[src/rtl/march_addr_pkg.sv]
// Package: shared encodings for the march address generator.
// Assumes: two bits select the traversal order; code 2'b11 is spare.
package march_addr_pkg;

    // Traversal order selected at the start of a pass.
    typedef enum logic [1:0] {
        SWEEP_ROW_FAST  = 2'b00,
        SWEEP_COL_FAST  = 2'b01,
        SWEEP_DIAG      = 2'b10,
        SWEEP_SPARE     = 2'b11
    } sweep_mode_e;

endpackage

[src/rtl/march_seq_ctrl.sv]
// Module: march_seq_ctrl
// Holds the linear position of the pass and the order and direction
// captured at start. It counts up or down by one per step and flags
// the final position of the pass.
// Assumes: start has priority over step; a step while idle is ignored.
module march_seq_ctrl
    import march_addr_pkg::*;
#(
    parameter int SEQ_BITS = 6
) (
    input  logic                clk,
    input  logic                rst_n,
    input  logic                start,
    input  logic                step,
    input  logic                go_down,
    input  logic [1:0]          sweep_mode,
    output logic [SEQ_BITS-1:0] seq_pos,
    output sweep_mode_e         mode_q,
    output logic                busy,
    output logic                at_last
);

    localparam logic [SEQ_BITS-1:0] POS_FIRST_UP = '0;
    localparam logic [SEQ_BITS-1:0] POS_FIRST_DN = '1;

    logic down_q;

    // Final position: the end value for the captured direction.
    always_comb begin
        at_last = down_q ? (seq_pos == POS_FIRST_UP) : (seq_pos == POS_FIRST_DN);
    end

    // Captures direction and order at start; advances the position on step.
    always_ff @(posedge clk) begin
        if (!rst_n) begin
            seq_pos <= '0;
            down_q  <= 1'b0;
            mode_q  <= SWEEP_ROW_FAST;
            busy    <= 1'b0;
        end else if (start) begin
            seq_pos <= go_down ? POS_FIRST_DN : POS_FIRST_UP;
            down_q  <= go_down;
            mode_q  <= sweep_mode_e'(sweep_mode);
            busy    <= 1'b1;
        end else if (step && busy) begin
            if (at_last) begin
                busy <= 1'b0;
            end else if (down_q) begin
                seq_pos <= seq_pos - 1'b1;
            end else begin
                seq_pos <= seq_pos + 1'b1;
            end
        end
    end

    AST_STEP_UP: assert property (@(posedge clk) disable iff (!rst_n)
        busy && step && !start && !at_last && !down_q |=> seq_pos == $past(seq_pos) + 1'b1);

    AST_STEP_DOWN: assert property (@(posedge clk) disable iff (!rst_n)
        busy && step && !start && !at_last && down_q |=> seq_pos == $past(seq_pos) - 1'b1);

    AST_MODE_KEPT: assert property (@(posedge clk) disable iff (!rst_n)
        busy && !start |=> $stable(mode_q) && $stable(down_q));

    AST_IDLE_STEP: assert property (@(posedge clk) disable iff (!rst_n)
        !busy && !start |=> !busy && $stable(seq_pos));

endmodule

[src/rtl/march_addr_map.sv]
// Module: march_addr_map
// Turns the linear pass position into a row and column index for the
// selected traversal order. The low bits of the position are always
// the fast-changing part; the order decides where they go.
// Assumes: purely combinational; the diagonal order covers any
// row/column width because each row sees every column offset once.
module march_addr_map
    import march_addr_pkg::*;
#(
    parameter int ROW_BITS = 3,
    parameter int COL_BITS = 3
) (
    input  logic [ROW_BITS+COL_BITS-1:0] seq_pos,
    input  sweep_mode_e                  mode_q,
    output logic [ROW_BITS-1:0]          row_idx,
    output logic [COL_BITS-1:0]          col_idx
);

    localparam int SEQ_BITS = ROW_BITS + COL_BITS;

    logic [ROW_BITS-1:0] rf_row;
    logic [COL_BITS-1:0] rf_col;
    logic [ROW_BITS-1:0] cf_row;
    logic [COL_BITS-1:0] cf_col;
    logic [COL_BITS-1:0] dg_k_ext;
    logic [COL_BITS-1:0] dg_col;

    // Row-fast split: low bits drive the row.
    always_comb begin
        rf_row = seq_pos[ROW_BITS-1:0];
        rf_col = seq_pos[SEQ_BITS-1:ROW_BITS];
    end

    // Column-fast split: low bits drive the column.
    always_comb begin
        cf_col = seq_pos[COL_BITS-1:0];
        cf_row = seq_pos[SEQ_BITS-1:COL_BITS];
    end

    // Diagonal: resize the in-diagonal index to the column width.
    generate
        if (ROW_BITS >= COL_BITS) begin : g_k_trunc
            always_comb dg_k_ext = seq_pos[COL_BITS-1:0];
        end else begin : g_k_ext
            always_comb dg_k_ext = {{(COL_BITS-ROW_BITS){1'b0}}, seq_pos[ROW_BITS-1:0]};
        end
    endgenerate

    // Diagonal column: in-diagonal index plus diagonal number, wrapped.
    always_comb begin
        dg_col = dg_k_ext + seq_pos[SEQ_BITS-1:ROW_BITS];
    end

    // Output select by captured order.
    always_comb begin
        unique case (mode_q)
            SWEEP_ROW_FAST: begin
                row_idx = rf_row;
                col_idx = rf_col;
            end
            SWEEP_DIAG: begin
                row_idx = seq_pos[ROW_BITS-1:0];
                col_idx = dg_col;
            end
            default: begin
                row_idx = cf_row;
                col_idx = cf_col;
            end
        endcase
    end

endmodule

[src/rtl/march_addr_gen.sv]
// Module: march_addr_gen (top)
// Address generator for one march element over a 2^ROW_BITS by
// 2^COL_BITS array, in row-fast, column-fast or diagonal order,
// ascending or descending.
// Assumes: outputs follow start/step by one clock edge; order and
// direction are sampled only at start.
module march_addr_gen
    import march_addr_pkg::*;
#(
    parameter int ROW_BITS = 3,
    parameter int COL_BITS = 3
) (
    input  logic                         clk,
    input  logic                         rst_n,
    input  logic                         start,
    input  logic                         step,
    input  logic                         go_down,
    input  logic [1:0]                   sweep_mode,
    output logic [ROW_BITS-1:0]          row_idx,
    output logic [COL_BITS-1:0]          col_idx,
    output logic [ROW_BITS+COL_BITS-1:0] lin_addr,
    output logic                         pass_valid,
    output logic                         pass_done
);

    localparam int SEQ_BITS = ROW_BITS + COL_BITS;

    logic [SEQ_BITS-1:0] seq_pos;
    sweep_mode_e         mode_q;
    logic                busy;
    logic                at_last;

    march_seq_ctrl #(.SEQ_BITS(SEQ_BITS)) u_ctrl (
        .clk        (clk),
        .rst_n      (rst_n),
        .start      (start),
        .step       (step),
        .go_down    (go_down),
        .sweep_mode (sweep_mode),
        .seq_pos    (seq_pos),
        .mode_q     (mode_q),
        .busy       (busy),
        .at_last    (at_last)
    );

    march_addr_map #(.ROW_BITS(ROW_BITS), .COL_BITS(COL_BITS)) u_map (
        .seq_pos (seq_pos),
        .mode_q  (mode_q),
        .row_idx (row_idx),
        .col_idx (col_idx)
    );

    // Packed address and pass flags.
    always_comb begin
        lin_addr   = {row_idx, col_idx};
        pass_valid = busy;
        pass_done  = busy && at_last;
    end

    AST_DONE_IN_PASS: assert property (@(posedge clk) disable iff (!rst_n)
        pass_done |-> pass_valid);

    AST_UP_ORIGIN: assert property (@(posedge clk) disable iff (!rst_n)
        start && !go_down |=> pass_valid && row_idx == '0 && col_idx == '0);

    AST_HOLD: assert property (@(posedge clk) disable iff (!rst_n)
        !start && !step |=> $stable(lin_addr) && $stable(pass_valid) && $stable(pass_done));

    AST_PASS_END: assert property (@(posedge clk) disable iff (!rst_n)
        pass_done && step && !start |=> !pass_valid && !pass_done);

endmodule

[config.mk]
export PLATFORM = sky130hd
export DESIGN_NAME = march_addr_gen
export DESIGN_NICKNAME = d
export VERILOG_FILES = /design/src/rtl/march_addr_pkg.sv /design/src/rtl/march_seq_ctrl.sv /design/src/rtl/march_addr_map.sv /design/src/rtl/march_addr_gen.sv
export SDC_FILE = /design/constraint.sdc
export NUM_CORES = 1
export LEC_CHECK = 0
export BUFFER_PORTS_ARGS = -buffer_cell sky130_fd_sc_hd__clkbuf_2
export CAP_MARGIN = 25
export CELL_PAD_IN_SITES_DETAIL_PLACEMENT = 0
export CELL_PAD_IN_SITES_GLOBAL_PLACEMENT = 1
export CORE_ASPECT_RATIO = 0.75
export CORE_MARGIN = 2
export CORE_UTILIZATION = 43
export CTS_BUF_LIST = sky130_fd_sc_hd__clkbuf_4 sky130_fd_sc_hd__clkbuf_8
export DETAILED_ROUTE_END_ITERATION = 10
export GPL_TIMING_DRIVEN = 0
export PLACE_DENSITY = 0.95
export SYNTH_ARGS = -nofsm -noshare
export SYNTH_HDL_FRONTEND = slang
export SYNTH_SLANG_ARGS = --single-unit
[constraint.sdc]
create_clock -name clk -period 3.4 [get_ports clk]
set_input_delay 0.17 -clock clk [delete_from_list [all_inputs] [get_ports clk]]
set_output_delay 0.17 -clock clk [all_outputs]
set_load 0.005 [all_outputs]
======== After elaboration in Yosys (flattened, before gate mapping) ========
Cells that the tools add are included.
Widths: inputs -> output; s select.
word-level totals
  register bits ........................... 10
  input bits .............................. 7
cells by class
  add/sub/neg operators ................... 3
  equal/unequal tests ..................... 3
  multiplexer cells ....................... 11
  reduce and logical (&&, ||, !) cells .... 9
operators with widths
  operator             count
  $mux 6               5
  $add 6x1->6 const B  1
  $eq 6x6->1 const B   1
  $logic_not 6->1      1
  $pmux 3 s2           1
  $sub 6x1->6 const B  1
  $mux 1               4
  $reduce_and 2->1     2
  $reduce_bool 2->1    2
  $add 3x3->3          1
  $mux 3               1
  $eq 2x2->1 const B   1
  $logic_and 1x1->1    2
  $logic_not 2->1      1
  $ne 2x2->1 const B   1
  $reduce_or 2->1      1

======== Longest topological paths before layout ========
Gate-level depths: netlist of run 1.
  word-level depth ........................ 5
  depth in mapped cells ................... 8
  mapped depth without buffers ............ 7

======== Hierarchy ========
Synthesis of run 1 repeated with hierarchy kept, for this count alone.
second synthesis, totals
  cells, all modules ...................... 98
  area total of the unflattened synthesis .. 897.1 um^2
by module, submodules not included
  module          instances  cells an instance  area each (um^2)
  march_seq_ctrl  1          72                 670.6
  march_addr_map  1          19                 175.2
  march_addr_gen  1          7                  51.3

======== Least setup slack after synthesis of run 1 ========
Ideal clock, no wire load.
  kind .................................... register -> output
  start point ............................. reg u_ctrl.seq_pos[1]
  end point ............................... out lin_addr[2]
  arrival ................................. 1.788 ns
  slack ................................... 1.442 ns
  stages on the path, launching flop included .. 8
  path buffers ............................ 1
  cell sequence ........................... dfxtp_1 -> inv_1 -> fa_1 -> nand2b_1 -> a211o_2 -> o21ai_0 -> a31oi_1 -> buf_4
between the ends
  longest elaborated chain between the ends .. 2
RTL lines
  item                    RTL line              RTL
  start, declared         march_seq_ctrl.sv:17  output logic [SEQ_BITS-1:0] seq_pos,
  start signal, assigned  march_seq_ctrl.sv:41  seq_pos <= go_down ? POS_FIRST_DN : POS_FIRST_UP;
  start signal, assigned  march_seq_ctrl.sv:49  seq_pos <= seq_pos - 1'b1;
  start signal, assigned  march_seq_ctrl.sv:51  seq_pos <= seq_pos + 1'b1;
  $add 3x3->3             march_addr_map.sv:51  dg_col = dg_k_ext + seq_pos[SEQ_BITS-1:ROW_BITS];
  $pmux 3 s2              march_addr_map.sv:56  unique case (mode_q)
  end, declared           march_addr_gen.sv:21  output logic [ROW_BITS+COL_BITS-1:0] lin_addr,
Every way passes these cells.

======== Worst setup path in the final report of run 1 ========
  start point ............................. reg u_ctrl.seq_pos[3]
  end point ............................... out lin_addr[2]
Same word-level chain as after synthesis.

==> impl_metrics.json, run 1 <==
{
  "status": "complete, no violations",
  "ant_nets": 0,
  "ctsHtreeMaxLevel": 1,
  "maxCapViolCount": 0,
  "multi_input_area_um2": 570.5,
  "cts_tree": "done",
  "rows": 13,
  "crit_required_ps": 3230,
  "antenna_found_initial": 0,
  "start_kind": "register",
  "post-route-min-period_ps": 2520,
  "synth_seq_area_share_pct": 23.32,
  "final_net_count": 142,
  "gp_congestion": 0.7700,
  "worst_ep_arrival_time_ps": 2350,
  "grt-ovfl-total": 0,
  "clk_pin_slew_ps": 60,
  "ios": 21,
  "yosys_warnings": 0,
  "postCtsHoldBufs": 0,
  "cts_resized": 0,
  "remaining_drc_errors": 0,
  "setup_viol": 0,
  "die_height_um": 42.69,
  "viasPerCell": 5.554,
  "drt-met1-wl_um": 939,
  "initial_utilization_pct": 47.54,
  "die_x_um": 55.59,
  "maxSlewHeadroom_pct": 68.34,
  "port_buffers": 20,
  "vias": 822,
  "grt_use_total_pct": 18.12,
  "cp_slowest_cell": "dfxtp_1",
  "grt_start_max_net_pins": 11,
  "syn_area_um2": 858.3,
  "rsz0062_at_grt": "no",
  "synthTopCellsByArea": "dfxtp_1 (23%), ha_1 (7.3%), o21ai_0 (6.4%)",
  "grt_pass1_wl_um": 3332,
  "crit_path_max_fanout": 8,
  "cts_buffer_depth": 2,
  "drt_iter0_drc": 27,
  "core_region_area_um2": 1805,
  "routed_wl_um": 1948,
  "synth_seq_cells": 10,
  "die_area_um2": 2373,
  "power.density_nw_per_um2": 328.4,
  "topRoutingLayerUsed": "met4",
  "wl_met3_um": 102,
  "slew_viol_final": 0,
  "cts_sinks": 10,
  "cts_buffers": 3,
  "synthesis.nets": 117,
  "clk_latency_ps": 260,
  "drive_above_1_share_pct": 26.98,
  "dpl.hpwl_um": 1568,
  "timing.fmax_mhz": 396.8,
  "skew_ps": 3.289,
  "p_leak_nw": 0.4676,
  "peakVddDrop_mv": 0.1611,
  "period_share_pct": 74.13,
  "fin_setup_tns_ps": 0,
  "avgRoutedWirePerCell_um": 13.16,
  "end_kind": "output pin",
  "n_antenna_cell": 0,
  "cts_setup_buffers": 0,
  "wl_met2_um": 863,
  "whs_ps": 174.3,
  "path_cells": "ha_1 -> inv_1 -> fa_1 -> nand2b_1 -> a211o_2 -> o21ai_0 -> a31oi_1 -> buf_4 -> clkbuf_2",
  "grt_pass1_vias": 750,
  "hold_path_class": "primary input to register",
  "synthCells": 103,
  "hold_viol": 0,
  "syn_avg_cell_area_um2": 8.333,
  "area_growth_pct": 17.49,
  "synth_top_area_share_pct": 23.32,
  "critPathKind": "register to output pin",
  "critPathMaxStageDelay_ps": 500,
  "synth_largest_area_cell": "dfxtp_1",
  "root_buffer": "clkbuf_4",
  "dr.pass1.iters": 4,
  "fillerInstances": 170,
  "post_synth_num_cell_types": 37,
  "worstMarginPinSlew_ps": 470.0,
  "regArea_um2": 200.2
}
[sequential cells by signal, summed over array words and instances (netlist names)]
register,cells
u_ctrl.busy,1
u_ctrl.down_q,1
u_ctrl.mode_q,2
u_ctrl.seq_pos,6
[layer usage]
layer  vias to the layer above  global-route usage, %
met5                         -                      0
met4                         0                  11.22
met3                         4                  2.744
met2                        29                  27.14
met1                       374                  24.49
li1                        415                      -
[critical path: cells and delay by family (launching register included)]
family | cells | cell delay [ps]
flops | 1 | 500
simple gates | 1 | 160
fa+ha+maj | 2 | 610
buf+inv | 3 | 300
compound gates | 3 | 520
[worst paths after layout]
check	startpoint	end	slack, ps	cells past startpoint
worst max-delay path	u_ctrl.seq_pos[3]	lin_addr[2]	880	9
worst min-delay path	sweep_mode[1]	u_ctrl.mode_q[1]	170	3
worst max register to register	u_ctrl.down_q	u_ctrl.seq_pos[5]	1190	6
worst min register to register	u_ctrl.mode_q[0]	u_ctrl.mode_q[0]	590	2
[metrics by stage]
stage	power [mW]	cells	utilization (%)	setup slack, ps	instance area (µm²)
after floorplan	0.2167	103	-	1442	858.3
after global placement	0.2500	145	54.61	1233	985.9
after detailed placement	0.2554	145	54.61	1181	985.9
after CTS	0.3323	148	55.86	901.9	1008
after global routing	0.3517	148	55.86	761.9	1008
final	0.3312	148	55.86	879.6	1008
[synth_stat cells]
cell type,instances
buf_4,6
ha_1,5
xnor2_1,2
clkbuf_1,2
or4b_1,1
o21ai_0,11
and2_1,2
nor2b_1,2
a211o_2,1
o2111ai_4,1
a21oi_1,8
o21bai_1,2
a21boi_0,1
nor2_1,2
buf_2,1
a221oi_1,1
a31oi_1,2
inv_1,8
nand2_1,9
or4_1,1
and3_1,1
o211a_1,1
nand2b_1,1
o41ai_1,1
nand3b_1,1
fa_1,2
nor3_1,2
or4bb_1,1
nand3_1,2
xor2_1,3
mux2i_1,5
o311ai_0,1
mux2_2,1
dfxtp_1,10
nand4_1,1
or3_4,1
o21a_1,1
[cell families (layout without fill, tap and decap cells)]
family                   count (synthesis)  after routing  share of synthesized area, %
adder cells (fa/ha/maj)                  7              7                         11.95
XOR/XNOR                                 5              5                         5.103
multiplexers                             6              6                         7.143
AO/OA/AOI/OAI                           31             31                         24.49
flip-flops                              10             10                         23.32
buffers and inverters                   17             40                         10.20
AND/OR/NAND/NOR                         27             27                         17.79
[layout make-up]
| type | instances | share of cell area (%) |
|---|---|---|
| buffer | 9 | 5.707 |
| clock buffer | 3 | 2.233 |
| inverter | 8 | 2.978 |
| multi-input combinational | 76 | 56.58 |
| sequential | 10 | 19.85 |
| tap | 22 | 2.730 |
| timing repair buffer | 20 | 9.926 |
[placed cells by master, fill, tap and decap left out, drive strengths merged, types with 2 or more instances in the layout]
cell,count
a21oi,8
a31oi,2
and2,2
buf,7
clkbuf,25
dfxtp,10
fa,2
ha,5
inv,8
mux2i,5
nand2,9
nand3,2
nor2,2
nor2b,2
nor3,2
o21ai,11
o21bai,2
xnor2,2
xor2,3
[power by group]
| part | switching, mW | total, mW | internal [mW] |
|---|---|---|---|
| logic | 0.0550 | 0.112 | 0.0566 |
| registers | 0.0155 | 0.141 | 0.126 |
| clock network | 0.0376 | 0.0784 | 0.0408 |
(Power assumes the default switching activity.)
==> run 2: changes to the inputs <==
--- a/config.mk
+++ b/config.mk
@@ -11,11 +11,11 @@
 export CELL_PAD_IN_SITES_GLOBAL_PLACEMENT = 1
 export CORE_ASPECT_RATIO = 0.75
 export CORE_MARGIN = 2
-export CORE_UTILIZATION = 43
+export CORE_UTILIZATION = 36
 export CTS_BUF_LIST = sky130_fd_sc_hd__clkbuf_4 sky130_fd_sc_hd__clkbuf_8
 export DETAILED_ROUTE_END_ITERATION = 10
 export GPL_TIMING_DRIVEN = 0
-export PLACE_DENSITY = 0.95
+export PLACE_DENSITY = 0.86
 export SYNTH_ARGS = -nofsm -noshare
 export SYNTH_HDL_FRONTEND = slang
 export SYNTH_SLANG_ARGS = --single-unit
==> constraint.sdc (replaced) <==
create_clock -name clk -period 2 [get_ports clk]
set_input_delay 0.1 -clock clk [delete_from_list [all_inputs] [get_ports clk]]
set_output_delay 0.1 -clock clk [all_outputs]
set_load 0.005 [all_outputs]
==> run 2 against run 1 <==
  * The run now ends with setup timing left
  * Largest power group unchanged
  * Critical path depth shrank 3
  * Clock skew shrank 1.6 ps
  * Power grew 80%
  * Highest routed layer unchanged
  * Routed wire length grew 16%
  * Sequential power grew 69%
  * Die area grew 18%
  * Non-clock buffer count grew 8
  * Register-to-register slack lost 1300 ps
  * Worst hold slack lost 64 ps
  * Setup slack lost 990 ps
  * First-iteration DRC count shrank 56%
==> impl_metrics.json, run 2 (synthesis results as in run 1) <==
{
  "gp_congestion": 0.7825,
  "die_height_um": 46.29,
  "hold_path_class": "primary input to register",
  "worstMarginPinSlew_ps": 506.4,
  "grt_pass1_wl_um": 3367,
  "postLayoutCoreUtil_pct": 51.18,
  "min_to": "u_ctrl.mode_q[1]",
  "period_share_pct": 105.4,
  "grt_use_total_pct": 16.34,
  "end_kind": "register",
  "dr.pass1.iters": 4,
  "post-route-min-period_ps": 2108,
  "r2r_cells": 6,
  "cts_buffer_depth": 2,
  "worst_ep_arrival_time_ps": 2270,
  "largest_reg_flops": 6,
  "p_sw_mw": 0.1974,
  "port_buffers": 20,
  "root_buffer": "clkbuf_4",
  "skew_ps": 1.713,
  "grt-ovfl-total": 0,
  "p_leak_nw": 0.5258,
  "routed_wl_um": 2254,
  "ant_nets": 0,
  "grt_pass1_vias": 758,
  "rsz0062_at_grt": "yes",
  "grt_use_met1_pct": 22.20,
  "grt_start_max_net_pins": 11,
  "antenna_found_initial": 0,
  "violations": "setup timing",
  "clk_pin_slew_ps": 60,
  "maxCapViolCount": 0,
  "ff2ff_setup_slack_ps": -110,
  "r2r-start": "u_ctrl.seq_pos[5]",
  "top_regs": "u_ctrl.seq_pos (6), u_ctrl.mode_q (2)",
  "power_frac_seq_pct": 40.0,
  "critPathKind": "register to register",
  "power.density_nw_per_um2": 512.2,
  "cts_tree": "done",
  "avgRoutedWirePerCell_um": 13.42,
  "setup_viol": 4,
  "start_kind": "register",
  "layout_commonest_cell": "clkbuf_2",
  "die_x_um": 60.38,
  "timing.fmax_mhz": 474.3,
  "grtUsageMet2_pct": 26.09,
  "crit_path_max_fanout": 6,
  "ctsHtreeMaxLevel": 1,
  "internal-power_mw": 0.3979,
  "clkPwrFrac_pct": 21.8,
  "cts_buffers": 3,
  "initial_utilization_pct": 37.80,
  "viasPerCell": 5.113,
  "hp-start": "sweep_mode[1]",
  "r2r-end": "u_ctrl.seq_pos[4]",
  "p_sw_share_pct": 33.17,
  "core_region_area_um2": 2271,
  "die_area_um2": 2795,
  "maxSlewHeadroom_pct": 65.88,
  "ios": 21,
  "final_cell_mix": "clkbuf_2 (19), buf_4 (14), nand2_1 (9)",
  "final.setup.worst_slack_ps": -108.4,
  "slew_viol_final": 0,
  "remaining_drc_errors": 0,
  "whs_path_depth": 3,
  "max_flop_register": "u_ctrl.seq_pos",
  "drt_iter0_drc": 12,
  "n_antenna_cell": 0,
  "grt.busiest_layer": "met2",
  "rows": 15,
  "status": "finished, violations left",
  "area_growth_pct": 35.42,
  "final_net_count": 150,
  "hold_viol": 0,
  "cts_sinks": 10,
  "postCtsHoldBufs": 0,
  "peakVddDrop_mv": 0.2221,
  "vias": 859,
  "clk_latency_ps": 250,
  "dpl.hpwl_um": 1570,
  "met3_usage_pct": 2.247,
  "crit_required_ps": 2160,
  "drive_above_1_share_pct": 45.52,
  "pwr-share-comb_pct": 38.2,
  "power_mw": 0.5953
}
==> run 2: changes by cell type in the layout (fill, tap and decap cells not counted), moves of 2 or more <==
cell     change
o21ai_0      -3
ha_1         -2
a21oi_1      -2
a21oi_2      +2
dfxtp_4      +5
buf_4        +8
dfxtp_1      -6
o21ai_1      +2
==> run 2: worst max-delay path by stage <==
stage	startpoint	to
6_report	u_ctrl.seq_pos[5]	u_ctrl.seq_pos[4]
5_1_grt	u_ctrl.seq_pos[5]	u_ctrl.seq_pos[4]
4_1_cts	u_ctrl.seq_pos[0]	lin_addr[2]
3_5_place_dp	u_ctrl.down_q	u_ctrl.seq_pos[5]
3_3_place_gp	u_ctrl.seq_pos[1]	u_ctrl.seq_pos[5]
2_1_floorplan	u_ctrl.seq_pos[1]	u_ctrl.seq_pos[5]
==> run 2: area by class of cell <==
class	count	area [µm²]
tap	34	42.54
sequential	10	220.2
multi-input combinational	76	625.6
timing repair buffer	28	160.2
inverter	8	30.03
fill	218	1109
buffer	9	61.31
clock buffer	3	22.52
==> run 2: power groups by stage <==
stage / registers (mW) / logic, mW / clock network [mW]
finish: 0.238 / 0.227 / 0.130
global route: 0.241 / 0.255 / 0.148
CTS: 0.239 / 0.204 / 0.138
detailed placement: 0.243 / 0.189 / 0
global placement: 0.242 / 0.182 / 0
floorplan: 0.236 / 0.132 / 0
==> run 2: worst max-delay path, cell delays in order, from the launching register on <==
cell,delay [ps]
dfxtp_4,360
or4b_4,540
or3_4,360
o2111ai_4,290
buf_4,180
nor2_2,40
a221oi_2,250
==> run 2: timing repair <==
| item | in CTS | in global routing |
|---|---|---|
| endpoints found under the setup margin | 10 | 10 |
| gates resized for setup | 18 | 14 |
| setup buffers | 4 | 4 |
| pin swaps | 3 | 7 |
==> run 2: per-stage QoR <==
stage | hold WS, ps | instance area [µm²] | setup WS (ps) | TNS, ps | instances
finish | 110.1 | 1162 | -108.4 | -213.4 | 168
global route | 111.0 | 1162 | -160.8 | -670.6 | 168
CTS | 110.0 | 1099 | -83.62 | -258.5 | 164
detailed placement | 374.1 | 1001 | -208.9 | -840.4 | 157
global placement | 364.1 | 1001 | -158.9 | -553.1 | 157
floorplan | 217.6 | 858.3 | 58.27 | 0 | 103
==> run 2: layer usage <==
metal / share of wire (%) / vias up / wire length (µm)
li1: - / 427 / -
met1: 47 / 413 / 1061
met2: 50 / 17 / 1120
met3: 2.4 / 2 / 54
met4: 0.75 / 0 / 17
met5: 0 / - / 0
==> run 3: changes to the inputs <==
--- a/config.mk
+++ b/config.mk
@@ -10,12 +10,12 @@
 export CELL_PAD_IN_SITES_DETAIL_PLACEMENT = 0
 export CELL_PAD_IN_SITES_GLOBAL_PLACEMENT = 1
 export CORE_ASPECT_RATIO = 0.75
-export CORE_MARGIN = 2
 export CORE_UTILIZATION = 36
 export CTS_BUF_LIST = sky130_fd_sc_hd__clkbuf_4 sky130_fd_sc_hd__clkbuf_8
 export DETAILED_ROUTE_END_ITERATION = 10
 export GPL_TIMING_DRIVEN = 0
 export PLACE_DENSITY = 0.86
+export SKIP_CTS_REPAIR_TIMING = 1
 export SYNTH_ARGS = -nofsm -noshare
 export SYNTH_HDL_FRONTEND = slang
 export SYNTH_SLANG_ARGS = --single-unit
==> run 3 against run 2 <==
  * Utilization increased by 6.7 points
  * Critical path depth increased by 3
  * Final cell count increased by 0.60%
  * Fmax decreased by 3.6%
  * Clock skew increased by 5.7 ps
  * The run still ends with setup timing left
  * Clock power increased by 8%
  * Sequential share of layout area decreased by 1.0 points
  * Critical endpoint is now lin_addr[2]
  * Die area decreased by 7.5%
  * Sequential power about the same
  * First-iteration DRC count increased by 140%
  * Setup slack got worse by 79 ps
==> impl_metrics.json, run 3 (synthesis results as in run 1) <==
{
  "grt_start_max_net_pins": 11,
  "ant_nets": 0,
  "clk_pin_slew_ps": 70,
  "ios": 21,
  "root_buffer": "clkbuf_4",
  "pwr-share-comb_pct": 39.6,
  "remaining_drc_errors": 0,
  "n_antenna_cell": 0,
  "max_flop_register": "u_ctrl.seq_pos",
  "viasPerCell": 5.296,
  "power.density_nw_per_um2": 513.3,
  "final.setup.worst_slack_ps": -187.6,
  "place_area_um2": 998.5,
  "worst_ep_arrival_time_ps": 2090,
  "placed_cells": 155,
  "port_buffers": 20,
  "crit_path_max_fanout": 6,
  "hold_path_class": "primary input to register",
  "layout_commonest_cell": "clkbuf_2",
  "cts_buffers": 3,
  "setup_viol": 7,
  "violations": "setup timing",
  "post-route-min-period_ps": 2188,
  "dr.pass1.iters": 4,
  "avgRoutedWirePerCell_um": 14.47,
  "grt_use_total_pct": 17.79,
  "largest_reg_flops": 6,
  "die_height_um": 44.29,
  "grt_use_met1_pct": 25.00,
  "status": "finished, violations left",
  "dpl.hpwl_um": 1649,
  "slew_viol_final": 0,
  "ctsHtreeMaxLevel": 1,
  "fin_setup_tns_ps": -877.6,
  "maxCapViolCount": 0,
  "final_cells": 169,
  "cts_tree": "done",
  "internal-power_mw": 0.4130,
  "routed_wl_um": 2445,
  "grt_pass1_vias": 749,
  "rows": 14,
  "core_region_area_um2": 2120,
  "period_share_pct": 109.4,
  "end_kind": "output pin",
  "worstMarginPinSlew_ps": 490.2,
  "peakVddDrop_mv": 0.2663,
  "top_regs": "u_ctrl.seq_pos (6), u_ctrl.mode_q (2)",
  "whs_ps": 88.29,
  "critPathKind": "register to output pin",
  "p_sw_share_pct": 34.46,
  "postLayoutCoreUtil_pct": 57.91,
  "cts_sinks": 10,
  "cts_buffer_depth": 2,
  "power_frac_seq_pct": 38.1,
  "dp_slack_ps": -217.0,
  "p_sw_mw": 0.2171,
  "postLayoutCellArea_um2": 1227,
  "p_leak_nw": 0.5595,
  "final_net_count": 153,
  "met3_usage_pct": 6.433,
  "skew_ps": 7.385,
  "gp_congestion": 0.7890,
  "clk_latency_ps": 270,
  "final_cell_mix": "clkbuf_2 (19), buf_4 (15), nand2_1 (9)",
  "rsz0062_at_grt": "yes",
  "maxSlewHeadroom_pct": 66.97,
  "initial_utilization_pct": 40.50,
  "grtUsageMet2_pct": 28.05,
  "die_area_um2": 2585,
  "drive_above_1_share_pct": 48.91,
  "grt.busiest_layer": "met2",
  "hold_viol": 0,
  "grt_pass1_wl_um": 3456,
  "drt_iter0_drc": 29,
  "vias": 895,
  "start_kind": "register",
  "die_x_um": 58.38,
  "grt-ovfl-total": 0,
  "timing.fmax_mhz": 457.1,
  "crit_required_ps": 1900,
  "antenna_found_initial": 0,
  "power_mw": 0.6301,
  "fillerInstances": 196,
  "area_growth_pct": 43.00,
  "clkPwrFrac_pct": 22.4
}
[run 3: worst paths after layout]
check        depth (start not counted)           endpoint  slack (ps)              start
max                                  9        lin_addr[2]        -190  u_ctrl.seq_pos[0]
min                                  3   u_ctrl.mode_q[1]          90      sweep_mode[1]
max reg2reg                          5  u_ctrl.seq_pos[3]        -150  u_ctrl.seq_pos[0]
min reg2reg                          2  u_ctrl.seq_pos[4]         600  u_ctrl.seq_pos[4]
[run 3: worst max-delay path, stage by stage, from the launching register on]
cell and delay [ps]:
dfxtp_4 390, ha_4 130, inv_2 30, fa_2 370
nand2b_4 160, a211o_4 330, o21ai_2 70, a31oi_2 70
buf_4 160, clkbuf_2 100
[run 3: layer usage]
metal	up-vias	routed length (µm)
met5	-	0
met4	0	40
met3	4	207
met2	41	1156
met1	413	1040
li1	437	-
[run 3: area by class of cell]
| cell class | instances | area [µm²] | share of cell area [%] |
|---|---|---|---|
| clock buffers | 3 | 22.52 | 1.835 |
| flip-flops and latches | 10 | 220.2 | 17.94 |
| inverters | 8 | 30.03 | 2.446 |
| multi-input cells | 76 | 654.4 | 53.31 |
| repair buffers | 32 | 206.4 | 16.82 |
| plain buffers | 8 | 53.80 | 4.383 |
| well taps | 32 | 40.04 | 3.262 |
[run 3: power groups by stage]
stage	sequential, mW	combinational (mW)	clock, mW
after detailed placement	0.244	0.189	0
after global placement	0.243	0.183	0
after CTS	0.239	0.190	0.143
final	0.240	0.249	0.141
after global routing	0.242	0.275	0.153
after floorplan	0.236	0.132	0
